==> src/rtl/sts0_tx_pkg.sv <==
package sts0_tx_pkg;
  localparam logic [7:0] FRM_A1   = 8'hF6;
  localparam logic [7:0] FRM_A2   = 8'h28;
  localparam logic [3:0] NDF_IDLE = 4'b0110;
  localparam logic [3:0] NDF_SET  = 4'b1001;
  localparam logic [2:0] RDI_CODE = 3'b110;

  typedef struct packed {
    logic       ais;
    logic       rdi;
    logic [7:0] rei;
  } line_ind_t;

  function automatic logic [7:0] ptr_high(input logic ndf, input logic [9:0] ptr);
    return {(ndf ? NDF_SET : NDF_IDLE), 2'b00, ptr[9:8]};
  endfunction
endpackage

==> src/rtl/sts0_frame_pos.sv <==
module sts0_frame_pos #(
  parameter int ROWS = 9,
  parameter int COLS = 90,
  localparam int RW = $clog2(ROWS),
  localparam int CW = $clog2(COLS)
) (
  input  logic          clk,
  input  logic          rst_n,
  input  logic          adv,
  input  logic          restart,
  output logic [RW-1:0] row_o,
  output logic [CW-1:0] col_o
);
  localparam logic [RW-1:0] ROW_LAST = RW'(ROWS - 1);
  localparam logic [CW-1:0] COL_LAST = CW'(COLS - 1);

  logic [RW-1:0] row_q;
  logic [CW-1:0] col_q;

  assign row_o = restart ? '0 : row_q;
  assign col_o = restart ? '0 : col_q;

  always_ff @(posedge clk or negedge rst_n) begin
    if (!rst_n) begin
      row_q <= '0;
      col_q <= '0;
    end else if (adv) begin
      if (col_o == COL_LAST) begin
        col_q <= '0;
        row_q <= (row_o == ROW_LAST) ? '0 : row_o + 1'b1;
      end else begin
        col_q <= col_o + 1'b1;
        row_q <= row_o;
      end
    end
  end
endmodule

==> src/rtl/sts0_scrambler.sv <==
module sts0_scrambler #(
  parameter int SW = 7
) (
  input  logic       clk,
  input  logic       rst_n,
  input  logic       adv,
  input  logic       seed,
  output logic [7:0] ks
);
  logic [SW-1:0] st_q, st_use, st_nxt;

  always_comb begin
    st_use = seed ? '1 : st_q;
    st_nxt = st_use;
    for (int i = 0; i < 8; i++) begin
      ks[7-i] = st_nxt[SW-1];
      st_nxt  = {st_nxt[SW-2:0], st_nxt[SW-1] ^ st_nxt[SW-2]};
    end
  end

  always_ff @(posedge clk or negedge rst_n) begin
    if (!rst_n)   st_q <= '1;
    else if (adv) st_q <= st_nxt;
  end
endmodule

==> src/rtl/sts0_bip8.sv <==
module sts0_bip8 #(
  parameter int W = 8
) (
  input  logic         clk,
  input  logic         rst_n,
  input  logic         close,
  input  logic         add_en,
  input  logic [W-1:0] din,
  output logic [W-1:0] bip_q
);
  logic [W-1:0] acc_q;

  always_ff @(posedge clk or negedge rst_n) begin
    if (!rst_n) begin
      acc_q <= '0;
      bip_q <= '0;
    end else if (close) begin
      bip_q <= acc_q;
      acc_q <= add_en ? din : '0;
    end else if (add_en) begin
      acc_q <= acc_q ^ din;
    end
  end
endmodule

==> src/rtl/sts0_tx_oh_gen.sv <==
module sts0_tx_oh_gen
  import sts0_tx_pkg::*;
#(
  parameter int ROWS    = 9,
  parameter int COLS    = 90,
  parameter int OH_COLS = 3,
  parameter int PTR_VAL = 522
) (
  input  logic       clk,
  input  logic       rst_n,
  input  logic       frame_sync,
  input  logic       scr_en,
  input  logic       ndf_force,
  input  logic [7:0] a1_err_mask,
  input  logic [7:0] a2_err_mask,
  input  logic [7:0] b1_err_mask,
  input  logic [7:0] b2_err_mask,
  input  logic [2:0] ind_sw_sel,
  input  logic       sw_ais,
  input  logic       sw_rdi,
  input  logic [7:0] sw_rei,
  input  logic       rx_ais,
  input  logic       rx_rdi,
  input  logic [7:0] rx_rei,
  input  logic [7:0] pl_data,
  input  logic       pl_valid,
  output logic       pl_ready,
  output logic [7:0] tx_data,
  output logic       tx_valid,
  output logic       tx_sof,
  input  logic       tx_ready
);
  localparam int RW = $clog2(ROWS);
  localparam int CW = $clog2(COLS);
  localparam logic [CW-1:0] OH_LIM  = CW'(OH_COLS);
  localparam logic [RW-1:0] ROW_B1  = RW'(1);
  localparam logic [RW-1:0] ROW_PTR = RW'(3);
  localparam logic [RW-1:0] ROW_B2  = RW'(4);
  localparam logic [RW-1:0] ROW_REI = RW'(ROWS - 1);
  localparam logic [9:0]    PTR     = 10'(PTR_VAL);

  logic          started_q, pend_q, started, pend, out_free, adv, is_oh, sof_pos;
  logic [RW-1:0] row;
  logic [CW-1:0] col;
  logic [7:0]    raw_b, pre_b, out_b, ks, b1_q, b2_q;
  logic          scr_q, ais_zone, scr_zone;
  line_ind_t     ind_q, ind_new;

  assign started  = started_q | frame_sync;
  assign pend     = pend_q | frame_sync;
  assign out_free = !tx_valid || tx_ready;
  assign is_oh    = col < OH_LIM;
  assign adv      = started && out_free && (is_oh || pl_valid);
  assign pl_ready = started && out_free && !is_oh;
  assign sof_pos  = (row == '0) && (col == '0);

  sts0_frame_pos #(.ROWS(ROWS), .COLS(COLS)) i_pos (
    .clk(clk), .rst_n(rst_n), .adv(adv), .restart(pend), .row_o(row), .col_o(col));

  sts0_scrambler i_scr (
    .clk(clk), .rst_n(rst_n), .adv(adv),
    .seed((row == ROW_B1) && (col == '0)), .ks(ks));

  sts0_bip8 i_bip_frame (
    .clk(clk), .rst_n(rst_n), .close(adv && sof_pos),
    .add_en(adv), .din(out_b), .bip_q(b1_q));

  sts0_bip8 i_bip_line (
    .clk(clk), .rst_n(rst_n), .close(adv && sof_pos),
    .add_en(adv && (row >= ROW_PTR)), .din(pre_b), .bip_q(b2_q));

  always_comb begin
    ind_new.ais = ind_sw_sel[0] ? sw_ais : rx_ais;
    ind_new.rdi = ind_sw_sel[1] ? sw_rdi : rx_rdi;
    ind_new.rei = ind_sw_sel[2] ? sw_rei : rx_rei;
  end

  always_comb begin
    raw_b = 8'h00;
    if (!is_oh) begin
      raw_b = pl_data;
    end else if (row == '0) begin
      if (col == CW'(0))      raw_b = FRM_A1 ^ a1_err_mask;
      else if (col == CW'(1)) raw_b = FRM_A2 ^ a2_err_mask;
    end else if (row == ROW_B1) begin
      if (col == CW'(0)) raw_b = b1_q ^ b1_err_mask;
    end else if (row == ROW_PTR) begin
      if (col == CW'(0))      raw_b = ptr_high(ndf_force, PTR);
      else if (col == CW'(1)) raw_b = PTR[7:0];
    end else if (row == ROW_B2) begin
      if (col == CW'(0))      raw_b = b2_q ^ b2_err_mask;
      else if (col == CW'(2)) raw_b = {5'b0, ind_q.rdi ? RDI_CODE : 3'b000};
    end else if (row == ROW_REI) begin
      if (col == CW'(2)) raw_b = ind_q.rei;
    end
  end

  assign ais_zone = ind_q.ais && (row >= ROW_PTR);
  assign scr_zone = scr_q && (row != '0);
  assign pre_b    = ais_zone ? 8'hFF : raw_b;
  assign out_b    = scr_zone ? (pre_b ^ ks) : pre_b;

  always_ff @(posedge clk or negedge rst_n) begin
    if (!rst_n) begin
      started_q <= 1'b0;
      pend_q    <= 1'b0;
      scr_q     <= 1'b0;
      ind_q     <= '0;
      tx_valid  <= 1'b0;
      tx_data   <= 8'h00;
      tx_sof    <= 1'b0;
    end else begin
      started_q <= started;
      if (adv) pend_q <= 1'b0;
      else     pend_q <= pend;
      if (adv && sof_pos) begin
        scr_q <= scr_en;
        ind_q <= ind_new;
      end
      if (adv) begin
        tx_valid <= 1'b1;
        tx_data  <= out_b;
        tx_sof   <= sof_pos;
      end else if (tx_ready) begin
        tx_valid <= 1'b0;
      end
    end
  end
endmodule

==> config.mk <==
export PLATFORM = sky130hd
export DESIGN_NAME = sts0_tx_oh_gen
export DESIGN_NICKNAME = d
export VERILOG_FILES = /design/src/rtl/sts0_tx_pkg.sv /design/src/rtl/sts0_frame_pos.sv /design/src/rtl/sts0_scrambler.sv /design/src/rtl/sts0_bip8.sv /design/src/rtl/sts0_tx_oh_gen.sv
export SDC_FILE = /design/constraint.sdc
export NUM_CORES = 1
export LEC_CHECK = 0
export ABC_CLOCK_PERIOD_IN_PS = 3540
export BUFFER_PORTS_ARGS = -buffer_cell sky130_fd_sc_hd__buf_2
export CORE_ASPECT_RATIO = 1.4
export CORE_MARGIN = 1
export CORE_UTILIZATION = 35
export CTS_CLUSTER_SIZE = 10
export DETAILED_ROUTE_END_ITERATION = 10
export SLEW_MARGIN = 20
export SYNTH_ARGS = -nofsm -noshare
export SYNTH_HDL_FRONTEND = slang
export SYNTH_SLANG_ARGS = --single-unit
==> constraint.sdc <==
create_clock -name clk -period 3.54 [get_ports clk]
set_clock_uncertainty 0.2 [all_clocks]
set_input_delay 0.354 -clock clk [delete_from_list [all_inputs] [get_ports clk]]
set_output_delay 0.354 -clock clk [all_outputs]
set_load 0.1 [all_outputs]
==> impl_metrics.yaml, run 1 <==
routing:
  via_per_inst: 5.45
  dr_total_vias: 3802
  wirelength_um: 11800
  avgRoutedWirePerCell_um: 17.0
  drt_iter0_drc: 233
  dr.pass1.iters: 5
  ant_nets: 0
  remaining_drc_errors: 0
die:
  die_area_sq_um: 13200
  start_util: 0.360
  core_sq_um: 12400
  boundaryPins: 81
  die_h_um: 136
  rows: 48
  die_width_um: 97.4
placed_design:
  dp_cells: 679
  io_buffers: 80
  place.gp.congestion: 0.875
  dp_hpwl_um: 8840
  pre_cts_ws_ns: 0.163
global_routing:
  grt.total_usage: 0.188
  met3_usage: 0.0299
  busiest_layer: "met2"
  antenna_found_initial: 0
  use_met2: 0.313
  overflow: 0
  grt_use_met1: 0.227
  grt_pass1_vias: 3865
  grt_pass1_wl_um: 19300
  grt_max_degree: 74
run_status:
  status: "finished, final reports clean"
synth:
  ys_seq_elements: 73
  ys_warn_count: 0
  avgSynthCellArea_sq_um: 9.58
  yosysSeqAreaShare: 0.412
  synth_cell_types: 71
  yosys.area.top_type: "dfrtp_1"
  synth_cells: 465
  syn_nets: 541
  synth.area.top_cells: "dfrtp_1 37%, nand2_1 5.9%, xor2_1 5.1%"
  synth_ff_type: "dfrtp_1"
  synth_edf_count: 0
  yosys.area.top_type_share: 0.371
  synth_area_sq_um: 4460
  ys_async_sr_fraction: 1.00
clocking:
  root_buffer: "clkbuf_16"
  cts_max_level: 3
  cts.sinks: 73
  clk_pin_slew_ns: 0.06
  insertion_delay_ns: 0.34
  numCtsBuffers: 9
  clk_path_buf_depth: 2
  cts_tree: "done"
worst_setup_path:
  worstPathMaxFanout: 9
  required_ns: 3.56
  start_kind: "register"
  critPathKind: "reg2reg"
  r2r_cells: 11
  worstPathArrival_ns: 3.31
  cp-end-kind: "register"
sta:
  finalCriticalPeriod_ns: 3.29
  post-route-period-util: 0.929
  maxSlewHeadroom: 0.500
  hold_violations: 0
  max_freq_mhz: 304
  timing.final.ws_setup_ns: 0.251
  setup_viol: 0
  maxSlewViolCount: 0
  grt_setup_unrepaired: "no"
  tightest_slew_ns: 0.747
  tns_ns: 0
  hold_slack_ns: 0.0496
min_path:
  hold_depth: 2
  hp-class: "in2reg"
final_layout:
  drive_above_1_share: 0.285
  fin_cells: 697
  area_delta_synth_final_pct: 19.1
  fin_nets: 618
  n_antenna_cell: 0
power:
  total_leakage_power_nw: 2.39
  cellPowerDensity_nw_per_um2: 639
  p_total_mw: 3.39
  irDropWorstVdd_v: 0.000405
flow_run:
  cap_violations: 0
-- routing by layer --
metal	part of all wire	vias to the layer above
met3	0.047	30
li1	-	1839
met4	0.039	0
met5	0	-
met2	0.48	121
met1	0.43	1812
-- synthesized netlist by cell type (all sizes together) (3+ instances only) --
cell type	number
nand2	71
dfrtp	66
o21ai	40
xor2	26
buf	20
nor2	20
mux2	18
mux2i	16
nor3	16
xnor2	15
o31ai	13
a21oi	12
nand3	10
nand4	10
a21o	9
or2	8
a211oi	7
dfstp	7
inv	7
clkbuf	6
ha	6
and2	5
nand2b	5
a221oi	3
a31oi	3
and3	3
nor4	3
o21a	3
o22ai	3
o41ai	3
-- cells by family (layout without fill, tap and decap cells) --
logic type               after synthesis  in the layout  share of synthesized area
AO/OA/AOI/OAI                        115            115                      0.184
XOR/XNOR                              41             41                     0.0806
adder cells (fa/ha/maj)                6              6                     0.0168
buffers and inverters                 33            115                     0.0385
flip-flops                            73             73                      0.412
multiplexers                          34             34                     0.0814
AND/OR/NAND/NOR                      163            163                      0.187
-- worst max-delay path, stage by stage, from the launching register on --
cell and delay [ns]:
dfrtp_1 0.47, nor2_1 0.16, buf_4 0.17, nand2_1 0.11, inv_1 0.14, ha_1 0.30
nand4b_1 0.28, nor2_1 0.42, a211oi_1 0.14, o22ai_1 0.31, mux2i_1 0.36, xnor2_1 0.12
-- path summary, 6_finish.rpt --
check                          start              endpoint  slack [ns]
setup / recovery              pend_q  i_bip_frame.acc_q[7]        0.25
hold / removal                scr_en                 scr_q        0.05
setup reg to reg              pend_q  i_bip_frame.acc_q[7]        0.25
hold reg to reg            started_q             started_q        0.25
max in group asynchronous      rst_n         i_scr.st_q[5]        2.42
min in group asynchronous      rst_n        i_pos.col_q[6]        0.38
-- where the power goes --
group	internal, mW	switching (mW)	total [mW]
clock network	0.494	0.357	0.851
logic	0.430	0.822	1.25
registers	1.09	0.194	1.29
-- area by class of cell --
class | instances | area [sq um]
tap | 150 | 188
sequential | 73 | 1840
timing repair buffer | 92 | 518
clock buffer | 10 | 239
inverter | 7 | 26.3
clock inverter | 6 | 40.0
multi-input combinational | 359 | 2460
fill | 1207 | 7060
-- registers in the layout (all words and copies together) (netlist names) --
name,flops
i_pos.col_q,7
tx_sof,1
tx_data,8
i_bip_line.bip_q,8
scr_q,1
i_pos.row_q,4
i_bip_frame.bip_q,8
i_bip_line.acc_q,8
i_bip_frame.acc_q,8
i_scr.st_q,7
tx_valid,1
started_q,1
pend_q,1
ind_q,10
-- repair_timing --
| action | CTS | global route |
|---|---|---|
| hold endpoints to repair | 66 | 0 |
| hold buffers | 1 | 0 |
| gates resized for setup | 0 | 0 |
| setup endpoints to repair | 0 | 2 |
| setup buffers | 0 | 1 |
-- placed cells by master (no fill, tap or decap), types with 10 or more instances in the layout --
cell     count
a21oi_1     11
buf_2       80
dfrtp_1     66
mux2_2      18
mux2i_1     16
nand2_1     70
nand3_1     10
nand4_1     10
nor2_1      18
nor3_1      14
o21ai_0     29
o31ai_1     13
xnor2_1     15
xor2_1      26
-- metrics by stage --
stage / instance area (sq um) / util
3_3_place_gp: 5010 / 0.405
6_report: 5310 / 0.429
5_1_grt: 5310 / 0.429
4_1_cts: 5300 / 0.428
3_5_place_dp: 5010 / 0.405
2_1_floorplan: 4460 / -
Note: power is estimated with default switching activity, not from simulation.
==> run 2, diff against run 1 <==
Settings changed: GPL_TIMING_DRIVEN from default to 0.
==> impl_metrics.yaml, run 2 (synthesis gave the netlist of run 1 again) <==
power:
  p_clk_frac: 0.248
  irDropWorstVdd_v: 0.000608
  p_total_mw: 3.43
  total_leakage_power_nw: 2.45
  cellPowerDensity_nw_per_um2: 633
  comb_power_share: 0.377
  switchingPower_mw: 1.40
  sw_frac_of_total: 0.408
  internal_power_mw: 2.03
  p_seq_frac: 0.374
final_layout:
  area_delta_synth_final_pct: 21.6
  fin_nets: 636
  n_antenna_cell: 0
  drive_above_1_share: 0.303
  largest_reg_flops: 10
  final_cell_mix: "88 x buf_2, 70 x nand2_1, 65 x dfrtp_1, 29 x o21ai_0, 26 x xor2_1"
  stdcell_area_sq_um: 5420
  mostFrequentLayoutCell: "buf_2"
  top_register: "ind_q"
placed_design:
  dp_hpwl_um: 9830
  place.gp.congestion: 0.882
  pre_cts_ws_ns: -0.420
  io_buffers: 78
  placed_cell_area_sq_um: 5060
routing:
  remaining_drc_errors: 0
  avgRoutedWirePerCell_um: 17.5
  dr.pass1.iters: 5
  wirelength_um: 12500
  drt_iter0_drc: 268
  dr_total_vias: 3940
  via_per_inst: 5.51
  ant_nets: 0
run_status:
  status: "finished, final reports clean"
worst_setup_path:
  critPathKind: "reg2reg"
  required_ns: 3.60
  critical-path-max-stage-delay_ns: 0.49
  worstPathArrival_ns: 3.41
  start_kind: "register"
  worstPathMaxFanout: 10
  cp-end-kind: "register"
  cp_slowest_cell: "dfrtp_2"
  path_cells: "nor2_4, clkbuf_2, nand2_1, ha_2, nor4b_4, buf_12, nand4_1, a21oi_1, o31ai_1, a31oi_1, mux2i_1, xor2_1"
  regToRegSetupSlack_ns: 0.19
global_routing:
  overflow: 0
  antenna_found_initial: 0
  grt_pass1_wl_um: 20500
  grt.total_usage: 0.200
  grt_max_degree: 41
  grt_pass1_vias: 3947
flow_run:
  cap_violations: 0
clocking:
  clk_path_buf_depth: 2
  cts.sinks: 73
  cts_max_level: 3
  root_buffer: "clkbuf_16"
  clk_pin_slew_ns: 0.06
  numCtsBuffers: 9
  insertion_delay_ns: 0.34
  cts_tree: "done"
sta:
  setup_viol: 0
  maxSlewViolCount: 0
  grt_setup_unrepaired: "no"
  max_freq_mhz: 299
  hold_slack_ns: 0.0568
  timing.final.ws_setup_ns: 0.191
  finalCriticalPeriod_ns: 3.35
  hold_violations: 0
  tightest_slew_ns: 0.565
  post-route-period-util: 0.946
  maxSlewHeadroom: 0.620
die:
  die_width_um: 97.4
  start_util: 0.360
  die_h_um: 136
  die_area_sq_um: 13200
  boundaryPins: 81
  rows: 48
  core_sq_um: 12400
min_path:
  hp-class: "in2reg"
-- run 2: metal layers --
metal	wire length (um)	track usage	vias up
li1	-	-	1869
met1	5240	0.249	1906
met2	6190	0.332	137
met3	699	0.0330	28
met4	413	0.106	0
met5	0	0	-
-- run 2: cell type report --
| cell class | count | area (sq um) |
|---|---|---|
| buffer | 26 | 148 |
| clock buffer | 10 | 239 |
| multi-input combinational | 359 | 2470 |
| inverter | 7 | 26.3 |
| timing repair buffer | 84 | 465 |
| sequential | 73 | 1840 |
| tap | 150 | 188 |
| clock inverter | 6 | 43.8 |
| fill | 1228 | 6950 |
-- run 2: what timing repair did --
action                                  in CTS  in global routing
hold buffers                                 1                  0
endpoints found under the setup margin      23                  9
setup buffers                                1                  3
pin swaps                                    0                  0
gates resized for setup                      6                  3
hold endpoints to repair                    33                  0
-- run 2: worst paths after layout --
kind | startpoint | endpoint | cells after the start
max reg2reg | pend_q | i_bip_frame.acc_q[3] | 12
min | scr_en | scr_q | 2
min in group asynchronous | rst_n | i_pos.row_q[3] | 2
max | pend_q | i_bip_frame.acc_q[3] | 12
min reg2reg | started_q | started_q | 1
max in group asynchronous | rst_n | i_scr.st_q[1] | 3
-- run 2: power by group through the flow --
stage / clock, mW / combinational, mW / sequential, mW
2_1_floorplan: 0 / 0.699 / 1.53
3_3_place_gp: 0 / 1.26 / 1.29
3_5_place_dp: 0 / 1.28 / 1.30
4_1_cts: 0.867 / 1.30 / 1.28
5_1_grt: 0.901 / 1.39 / 1.31
6_report: 0.853 / 1.29 / 1.29
-- run 2: through the flow --
step	instances	util	setup TNS (ns)
after floorplan	465	-	0
after global placement	693	0.407	-2.79
after detailed placement	694	0.409	-3.74
after CTS	712	0.436	0
after global routing	715	0.438	0
final	715	0.438	0
-- run 2: worst max-delay path, delay by kind of cell, from the launching register on --
kind	cells	cell delay (ns)
compound gates	3	0.71
xor+xnor	1	0.19
fa+ha+maj	1	0.29
buf+inv	2	0.36
flops	1	0.49
mux	1	0.39
simple gates	4	0.63
